$ cat src/rtl/adc_seq_pkg.sv
package adc_seq_pkg;

    localparam int CTRL_W = 6;
    localparam int CH_W   = 3;

    typedef enum logic [1:0] {
        ST_IDLE,
        ST_CONV,
        ST_EOC,
        ST_ACQ
    } seq_state_t;

    typedef struct packed {
        logic [CH_W-1:0] chan;
        logic            start;
        logic            stby;
        logic            fmt;
    } ctrl_word_t;

endpackage

$ cat src/rtl/adc_edge_det.sv
module adc_edge_det (
    input  logic clk,
    input  logic rst_n,
    input  logic level_in,
    output logic rise
);
    logic level_q;

    always_ff @(posedge clk or negedge rst_n) begin
        if (!rst_n) level_q <= 1'b0;
        else        level_q <= level_in;
    end

    assign rise = level_in & ~level_q;
endmodule

$ cat src/rtl/adc_ctrl_reg.sv
module adc_ctrl_reg
    import adc_seq_pkg::*;
(
    input  logic              clk,
    input  logic              rst_n,
    input  logic              cs_n,
    input  logic              wr_n,
    input  logic [CTRL_W-1:0] ctrl_in,
    output logic [CH_W-1:0]   chan,
    output logic              stby_bit,
    output logic              fmt_bit,
    output logic              soft_go
);
    ctrl_word_t word_in;
    logic       wr_act;
    logic       wr_act_q;
    logic       accept;

    assign word_in = ctrl_word_t'(ctrl_in);
    assign wr_act  = ~cs_n & ~wr_n;
    assign accept  = wr_act & ~wr_act_q;

    always_ff @(posedge clk or negedge rst_n) begin
        if (!rst_n) begin
            wr_act_q <= 1'b0;
            chan     <= '0;
            stby_bit <= 1'b0;
            fmt_bit  <= 1'b0;
            soft_go  <= 1'b0;
        end else begin
            wr_act_q <= wr_act;
            soft_go  <= accept & word_in.start;
            if (accept) begin
                chan     <= word_in.chan;
                stby_bit <= word_in.stby;
                fmt_bit  <= word_in.fmt;
            end
        end
    end
endmodule

$ cat src/rtl/adc_seq_fsm.sv
module adc_seq_fsm
    import adc_seq_pkg::*;
#(
    parameter int DW       = 12,
    parameter int CONV_CYC = 200,
    parameter int EOC_CYC  = 10,
    parameter int ACQ_CYC  = 50
) (
    input  logic          clk,
    input  logic          rst_n,
    input  logic          start,
    input  logic          stby,
    input  logic [DW-1:0] sample_in,
    output logic          eoc_n,
    output logic [DW-1:0] result
);
    localparam int MAXC = (CONV_CYC > ACQ_CYC) ?
                          ((CONV_CYC > EOC_CYC) ? CONV_CYC : EOC_CYC) :
                          ((ACQ_CYC > EOC_CYC) ? ACQ_CYC : EOC_CYC);
    localparam int CW = $clog2(MAXC + 1);

    seq_state_t    state, nxt;
    logic [CW-1:0] cnt, cnt_nxt;
    logic          cap;

    always_ff @(posedge clk or negedge rst_n) begin
        if (!rst_n) begin
            state  <= ST_IDLE;
            cnt    <= '0;
            result <= '0;
        end else begin
            state <= nxt;
            cnt   <= cnt_nxt;
            if (cap) result <= sample_in;
        end
    end

    always_comb begin
        nxt     = state;
        cnt_nxt = (cnt != '0) ? cnt - 1'b1 : cnt;
        cap     = 1'b0;
        if (stby) begin
            nxt     = ST_IDLE;
            cnt_nxt = '0;
        end else begin
            unique case (state)
                ST_IDLE: if (start) begin
                    nxt     = ST_CONV;
                    cnt_nxt = CW'(CONV_CYC - 1);
                end
                ST_CONV: if (cnt == '0) begin
                    nxt     = ST_EOC;
                    cnt_nxt = CW'(EOC_CYC - 1);
                    cap     = 1'b1;
                end
                ST_EOC: if (cnt == '0) begin
                    nxt     = ST_ACQ;
                    cnt_nxt = CW'(ACQ_CYC - 1);
                end
                ST_ACQ: if (cnt == '0) nxt = ST_IDLE;
                default: nxt = ST_IDLE;
            endcase
        end
    end

    always_comb begin
        eoc_n = (state != ST_EOC);
    end
endmodule

$ cat src/rtl/adc_seq_core.sv
module adc_seq_core
    import adc_seq_pkg::*;
#(
    parameter int DW       = 12,
    parameter int CONV_CYC = 200,
    parameter int EOC_CYC  = 10,
    parameter int ACQ_CYC  = 50
) (
    input  logic              clk,
    input  logic              rst_n,
    input  logic              cs_n,
    input  logic              wr_n,
    input  logic              rd_n,
    input  logic [CTRL_W-1:0] ctrl_in,
    input  logic              convst,
    input  logic              standby_n,
    input  logic [DW-1:0]     sample_in,
    output logic [CH_W-1:0]   chan_sel,
    output logic              eoc_n,
    output logic [DW-1:0]     rd_data,
    output logic              rd_oe
);
    localparam int MSB = DW - 1;

    logic          stby_bit, fmt_bit, soft_go, hw_go;
    logic [DW-1:0] result, coded;

    adc_ctrl_reg u_reg (
        .clk(clk), .rst_n(rst_n), .cs_n(cs_n), .wr_n(wr_n),
        .ctrl_in(ctrl_in), .chan(chan_sel), .stby_bit(stby_bit),
        .fmt_bit(fmt_bit), .soft_go(soft_go)
    );

    adc_edge_det u_edge (
        .clk(clk), .rst_n(rst_n), .level_in(convst), .rise(hw_go)
    );

    adc_seq_fsm #(
        .DW(DW), .CONV_CYC(CONV_CYC), .EOC_CYC(EOC_CYC), .ACQ_CYC(ACQ_CYC)
    ) u_fsm (
        .clk(clk), .rst_n(rst_n), .start(hw_go | soft_go),
        .stby(~standby_n | stby_bit), .sample_in(sample_in),
        .eoc_n(eoc_n), .result(result)
    );

    assign coded   = fmt_bit ? {~result[MSB], result[MSB-1:0]} : result;
    assign rd_oe   = ~cs_n & ~rd_n;
    assign rd_data = rd_oe ? coded : '0;
endmodule

$ cat config.mk
export PLATFORM = sky130hd
export DESIGN_NAME = adc_seq_core
export DESIGN_NICKNAME = d
export VERILOG_FILES = /design/src/rtl/adc_seq_pkg.sv /design/src/rtl/adc_edge_det.sv /design/src/rtl/adc_ctrl_reg.sv /design/src/rtl/adc_seq_fsm.sv /design/src/rtl/adc_seq_core.sv
export SDC_FILE = /design/constraint.sdc
export NUM_CORES = 1
export LEC_CHECK = 0
export BUFFER_PORTS_ARGS = -buffer_cell sky130_fd_sc_hd__buf_2
export CORE_ASPECT_RATIO = 1.2
export CORE_MARGIN = 3
export CORE_UTILIZATION = 52
export CTS_BUF_LIST = sky130_fd_sc_hd__clkbuf_8 sky130_fd_sc_hd__clkbuf_16
export DETAILED_ROUTE_END_ITERATION = 12
export MAX_ROUTING_LAYER = met4
export PLACE_DENSITY = 0.89
export SLEW_MARGIN = 25
export SYNTH_ARGS = -nofsm -noshare
export SYNTH_HDL_FRONTEND = slang
export SYNTH_SLANG_ARGS = --single-unit
$ cat constraint.sdc
create_clock -name clk -period 2.2 [get_ports clk]
set_input_delay 0.11 -clock clk [delete_from_list [all_inputs] [get_ports clk]]
set_output_delay 0.11 -clock clk [all_outputs]
set_load 0.1 [all_outputs]
======== Word-level counts from Yosys, hierarchy flattened ========
Index checks and enable logic that the tools add are counted.
storage, ports and cells
  flip-flop bits (word level) ............. 30
  input port bits ......................... 25
  output and inout bits ................... 17
  word-level logic and storage cells ...... 53
operators by class
  $add $sub $neg .......................... 1
  equal/unequal tests ..................... 8
  mux-type cells .......................... 17
  bitwise gates (word level) .............. 14
  reductions and logical operators ........ 4
operator list
  kind                                              number
  two-way mux 8 bit                                 5
  two-way mux 12 bit                                2
  case mux 8 bit (3 select lines)                   1
  != test 3 x 1 -> 1 bit, second input constant     4
  two-way mux 2 bit                                 5
  logical NOT 8 bit                                 1
  case mux 2 bit (4 select lines)                   1
  nonzero test 8 bit                                1
  subtractor 8 x 1 -> 8 bit, second input constant  1
  inverter 1 bit                                    7
  AND 1 bit                                         5
  == test 2 bit, second input constant              2
  AND reduction 4 bit                               1
  two-way mux 1 bit                                 3
  == test 2 x 1 -> 1 bit, second input constant     1
  logical NOT 2 bit                                 1
  != test 2 bit, second input constant              1
  bitwise OR 1 bit                                  2

======== Longest topological paths before layout ========
  depth in word-level cells ............... 6
  gate-level depth with buffers ........... 9

======== Hierarchy ========
A second synthesis with hierarchy kept.
unflattened totals
  cell total of the unflattened synthesis .. 132
  area total of the unflattened synthesis .. 1,614.0 um^2
by module, submodules not included
  module        times used  cells an instance  area each (um^2)  sequential area each (um^2)
  adc_seq_fsm   1           98                 1,189.9           550.5
  adc_ctrl_reg  1           15                 259.0             175.2
  adc_seq_core  1           17                 126.4             0.0
  adc_edge_det  1           2                  38.8              25.0

======== Worst setup path before layout ========
OpenSTA, ideal clock, no wires.
  path type ............................... flip-flop to output port
  start point ............................. reg u_fsm.result[11]
  end point ............................... out rd_data[11]
  data arrival time ....................... 2.517 ns
  setup slack ............................. -0.427 ns
  cell stages (with the launch flop) ...... 3
  cells stage by stage .................... dfrtp_1 -> xnor2_1 -> nor3_1
between the ends
  word-level cells in the longest chain between the ends .. 3
ends and longest elaborated chain
  what                    RTL line            text
  start, declared         adc_seq_fsm.sv:15   output logic [DW-1:0] result
  start signal, assigned  adc_seq_fsm.sv:34   if (cap) result <= sample_in;
  inverter 1 bit          adc_seq_core.sv:46  assign coded = fmt_bit ? {~result[MSB], result[MSB-1:0]} : result;
  two-way mux 12 bit (*)  adc_seq_core.sv:46
  two-way mux 12 bit (*)  adc_seq_core.sv:48  assign rd_data = rd_oe ? coded : '0;
  end, declared           adc_seq_core.sv:20  output logic [DW-1:0] rd_data,
Every way passes the cells marked *; elsewhere a longest branch is shown, timed or not.

======== Worst setup path in the final report ========
  start point ............................. reg u_fsm.cnt[3]
  end point ............................... reg u_fsm.result[10]
between the ends
  word-level cells in the longest chain between the ends .. 4
ends and longest elaborated chain
  what                    RTL line           text
  start, declared         adc_seq_fsm.sv:23  logic [CW-1:0] cnt, cnt_nxt;
  start signal, assigned  adc_seq_fsm.sv:33  cnt <= cnt_nxt;
  logical NOT 8 bit       adc_seq_fsm.sv:51  ST_CONV: if (cnt == '0) begin
  two-way mux 1 bit       adc_seq_fsm.sv:51
  two-way mux 1 bit       adc_seq_fsm.sv:46  unique case (state)
  two-way mux 1 bit       adc_seq_fsm.sv:42  if (stby) begin
Every way passes these cells.
A chain may end at the register's enable or synchronous reset.

==> summary.md <==
| Metric | Value |
|---|---|
| Status | complete, no violations |
| Nets | 222 |
| Critical-path cell list | or3_4, nor4_2, nand3_2, buf_4, mux2_4 |
| Flop2flop setup slack | 0.17 ns |
| First-pass GRT wire length | 6070 um |
| Synthesized flop and latch total | 30 |
| Remaining antenna violation count | 0 |
| Core area | 2860 um2 |
| RD Place Congestion | 0.913 |
| Fin crit share | 0.921 |
| Synth Area per Inst | 11.5 um2 |
| Slew Limit Fails | 0 |
| Sequential cell area fraction in the yosys report | 0.472 |
| Worst path required time | 2.36 ns |
| CTS buffer count | 5 |
| Wire per inst | 16.2 um |
| Min Clock Period, post-route | 2.03 ns |
| Die X | 56.5 um |
| Pre-antenna DRT Iters | 5 |
| WP data arrival | 2.19 ns |
| Final Hold Viols | 0 |
| Upper clock frequency limit | 493 MHz |
| H-tree depth | 2 |
| Synth top cells by count | dfrtp_1 (30), and2_1 (12), ha_1 (9), mux2_2 (9), mux2_4 (9) |
| Largest net degree at the start of global routing | 31 |
| Cell variety after synth | 33 |
| Cell area power density | 1280 nW/um2 |
| Final clock skew | 0.00326 ns |
| Vias in the first global route | 1312 |
| ANT cells | 0 |
| Post-synth top flop | dfrtp_1 |
| FF-to-FF End | u_fsm.result[10] |
| CTS clk-pin slew, worst paths | 0.06 ns |
| Post-synth EDFFs | 0 |
| Setup violators final | 0 |
| Reg2reg start | u_fsm.cnt[3] |
| IO Pins | 42 |
| Worst reg-to-reg path cell count | 5 |
| CTS resizes | 0 |
| Post CTS Setup Buffer Count | 0 |
| # fillers | 203 |
| RSZ-0062 raised after global routing | no |
| Worst setup EP type | flop |
| Crit path max-delay family | simple AND/OR/NAND/NOR gates |
| Synth top area share | 0.472 |
| CTS tree | built |
| WS Path Type | reg -> reg |
| Port bufs | 41 |
| Bufs and invs on worst path | 1 |
| Vias per inst | 5.54 |
| Syn_nets | 172 |
| Max incr delay on CP | 0.43 ns |
| Area contributors post-synth | dfrtp_1 (47%), mux2_4 (8.5%), ha_1 (7.1%), mux2_2 (6.4%), and2_1 (4.7%) |
| Most common cell in the synthesized netlist | dfrtp_1 |
| Area growth, synth to finish | 23.3% |
| # hold bufs at CTS | 3 |
| Clock latency on the worst-skew pair | 0.28 ns |
| Placed insts | 212 |
| All-Layer GR Usage | 0.219 |
| Clk root buf | clkbuf_8 |
| Synthesis Warnings | 0 |
| Via count | 1236 |
| Standard-cell rows | 21 |
| Hold path startpoint | cs_n |
| Final cell count without fillers | 223 |
| Setup crit start kind | flop |
| Dpl hpwl | 2580 um |
| Worst-path fanout max | 12 |
| Die area | 3760 um2 |
| Drt initial violations | 31 |
| Synth async-reset ratio | 1.00 |
| Mapped Area | 1590 um2 |
| Max-Cap Viols | 0 |
| Crit path depth | 5 |
| Hold Crit Class | in -> reg |
| CP max-delay cell | dfrtp_1 |
| TritonCTS sink count | 30 |
| Post-synth top area cell | dfrtp_1 |
| GRT overflow | 0 |
| DRC | 0 |
| Proportion of layout cells with a drive suffix above 1 | 0.386 |
| Worst-margin pin slew | 0.723 ns |
| Initial Utilization | 0.555 |
| Clock tree buffer depth | 2 |
| Leak pwr | 1.01 nW |
| Hold Path Cell Cnt | 2 |
| Initial antenna violation count | 0 |
| Worst Hold Endpoint | u_reg.wr_act_q |
| Post-synthesis instance total | 138 |
| Setup TNS | 0 ns |
| Final wirelength | 3610 um |
| Max-Slew Margin vs Limit | 0.515 |
| Die Ht | 66.6 um |
| Worst VDD drop | 1.05 mV |
## power by group
group	switching, mW	internal (mW)
sequential	0.138	0.716
clock	0.195	0.247
combinational	0.724	0.482
## per-stage QoR
stage / utilization / setup WS [ns] / power, mW / area [um2] / hold slack, ns
CTS: 0.685 / 0.184 / 2.51 / 1960 / 0.0259
floorplan: - / 0.348 / 1.79 / 1600 / -0.186
finish: 0.685 / 0.173 / 2.50 / 1960 / 0.0397
global placement: 0.642 / 0.284 / 1.97 / 1840 / 0.169
detailed placement: 0.642 / 0.193 / 2.03 / 1840 / 0.179
global route: 0.685 / 0.0991 / 2.65 / 1960 / 0.0445
## layout by cell type, fill, tap and decap left out, types with 4 or more instances in the layout
master    synthesis  layout
nor2_1            5       5
mux2_2            9       9
buf_2             0      41
o21ai_0           7       7
dfrtp_1          30      30
clkbuf_8          0       6
inv_1             5       6
mux2_4            9       9
nor3_1            6       5
and2_1           12      12
nand2_1           7       7
a21oi_1           4       4
ha_1              9       9
## registers in the layout (all words and copies together) (netlist names)
name,cells
u_reg.stby_bit,1
u_edge.level_q,1
u_reg.chan,3
u_fsm.state,2
u_fsm.result,12
u_fsm.cnt,8
u_reg.soft_go,1
u_reg.fmt_bit,1
u_reg.wr_act_q,1
## layout make-up
cell class	count	area [um2]	area share
Clock buffer	6	82.6	0.0421
Clock inverter	2	8.76	0.00447
Inverter	5	18.8	0.00957
Multi-Input combinational cell	100	807	0.412
Sequential cell	30	751	0.383
Tap cell	34	42.5	0.0217
Timing Repair Buffer	46	250	0.128
## worst max-delay path by stage
stage / start / slack (ns) / endpoint
2_1_floorplan: u_fsm.cnt[4] / 0.35 / u_fsm.result[0]
3_3_place_gp: u_fsm.cnt[4] / 0.28 / u_fsm.result[2]
3_5_place_dp: u_fsm.cnt[3] / 0.19 / u_fsm.result[0]
4_1_cts: u_fsm.cnt[3] / 0.18 / u_fsm.result[10]
5_1_grt: u_fsm.cnt[1] / 0.1 / u_fsm.result[11]
6_report: u_fsm.cnt[3] / 0.17 / u_fsm.result[10]
## metal layers
| metal | global-route usage | vias up | part of all wire |
|---|---|---|---|
| li1 | - | 583 | - |
| met1 | 0.232 | 602 | 0.37 |
| met2 | 0.386 | 46 | 0.55 |
| met3 | 0.0601 | 5 | 0.059 |
| met4 | 0.0890 | 0 | 0.017 |
| met5 | - | - | 0 |
## cells by family after synthesis
kind of cell	count (synthesis)	synth area share
flip-flops	30	0.472
buffers and inverters	8	0.0236
AO/OA/AOI/OAI	15	0.0503
adder cells (fa/ha/maj)	9	0.0708
multiplexers	21	0.168
AND/OR/NAND/NOR	50	0.188
XOR/XNOR	5	0.0275
No activity file was read; power rests on OpenSTA's default activity.
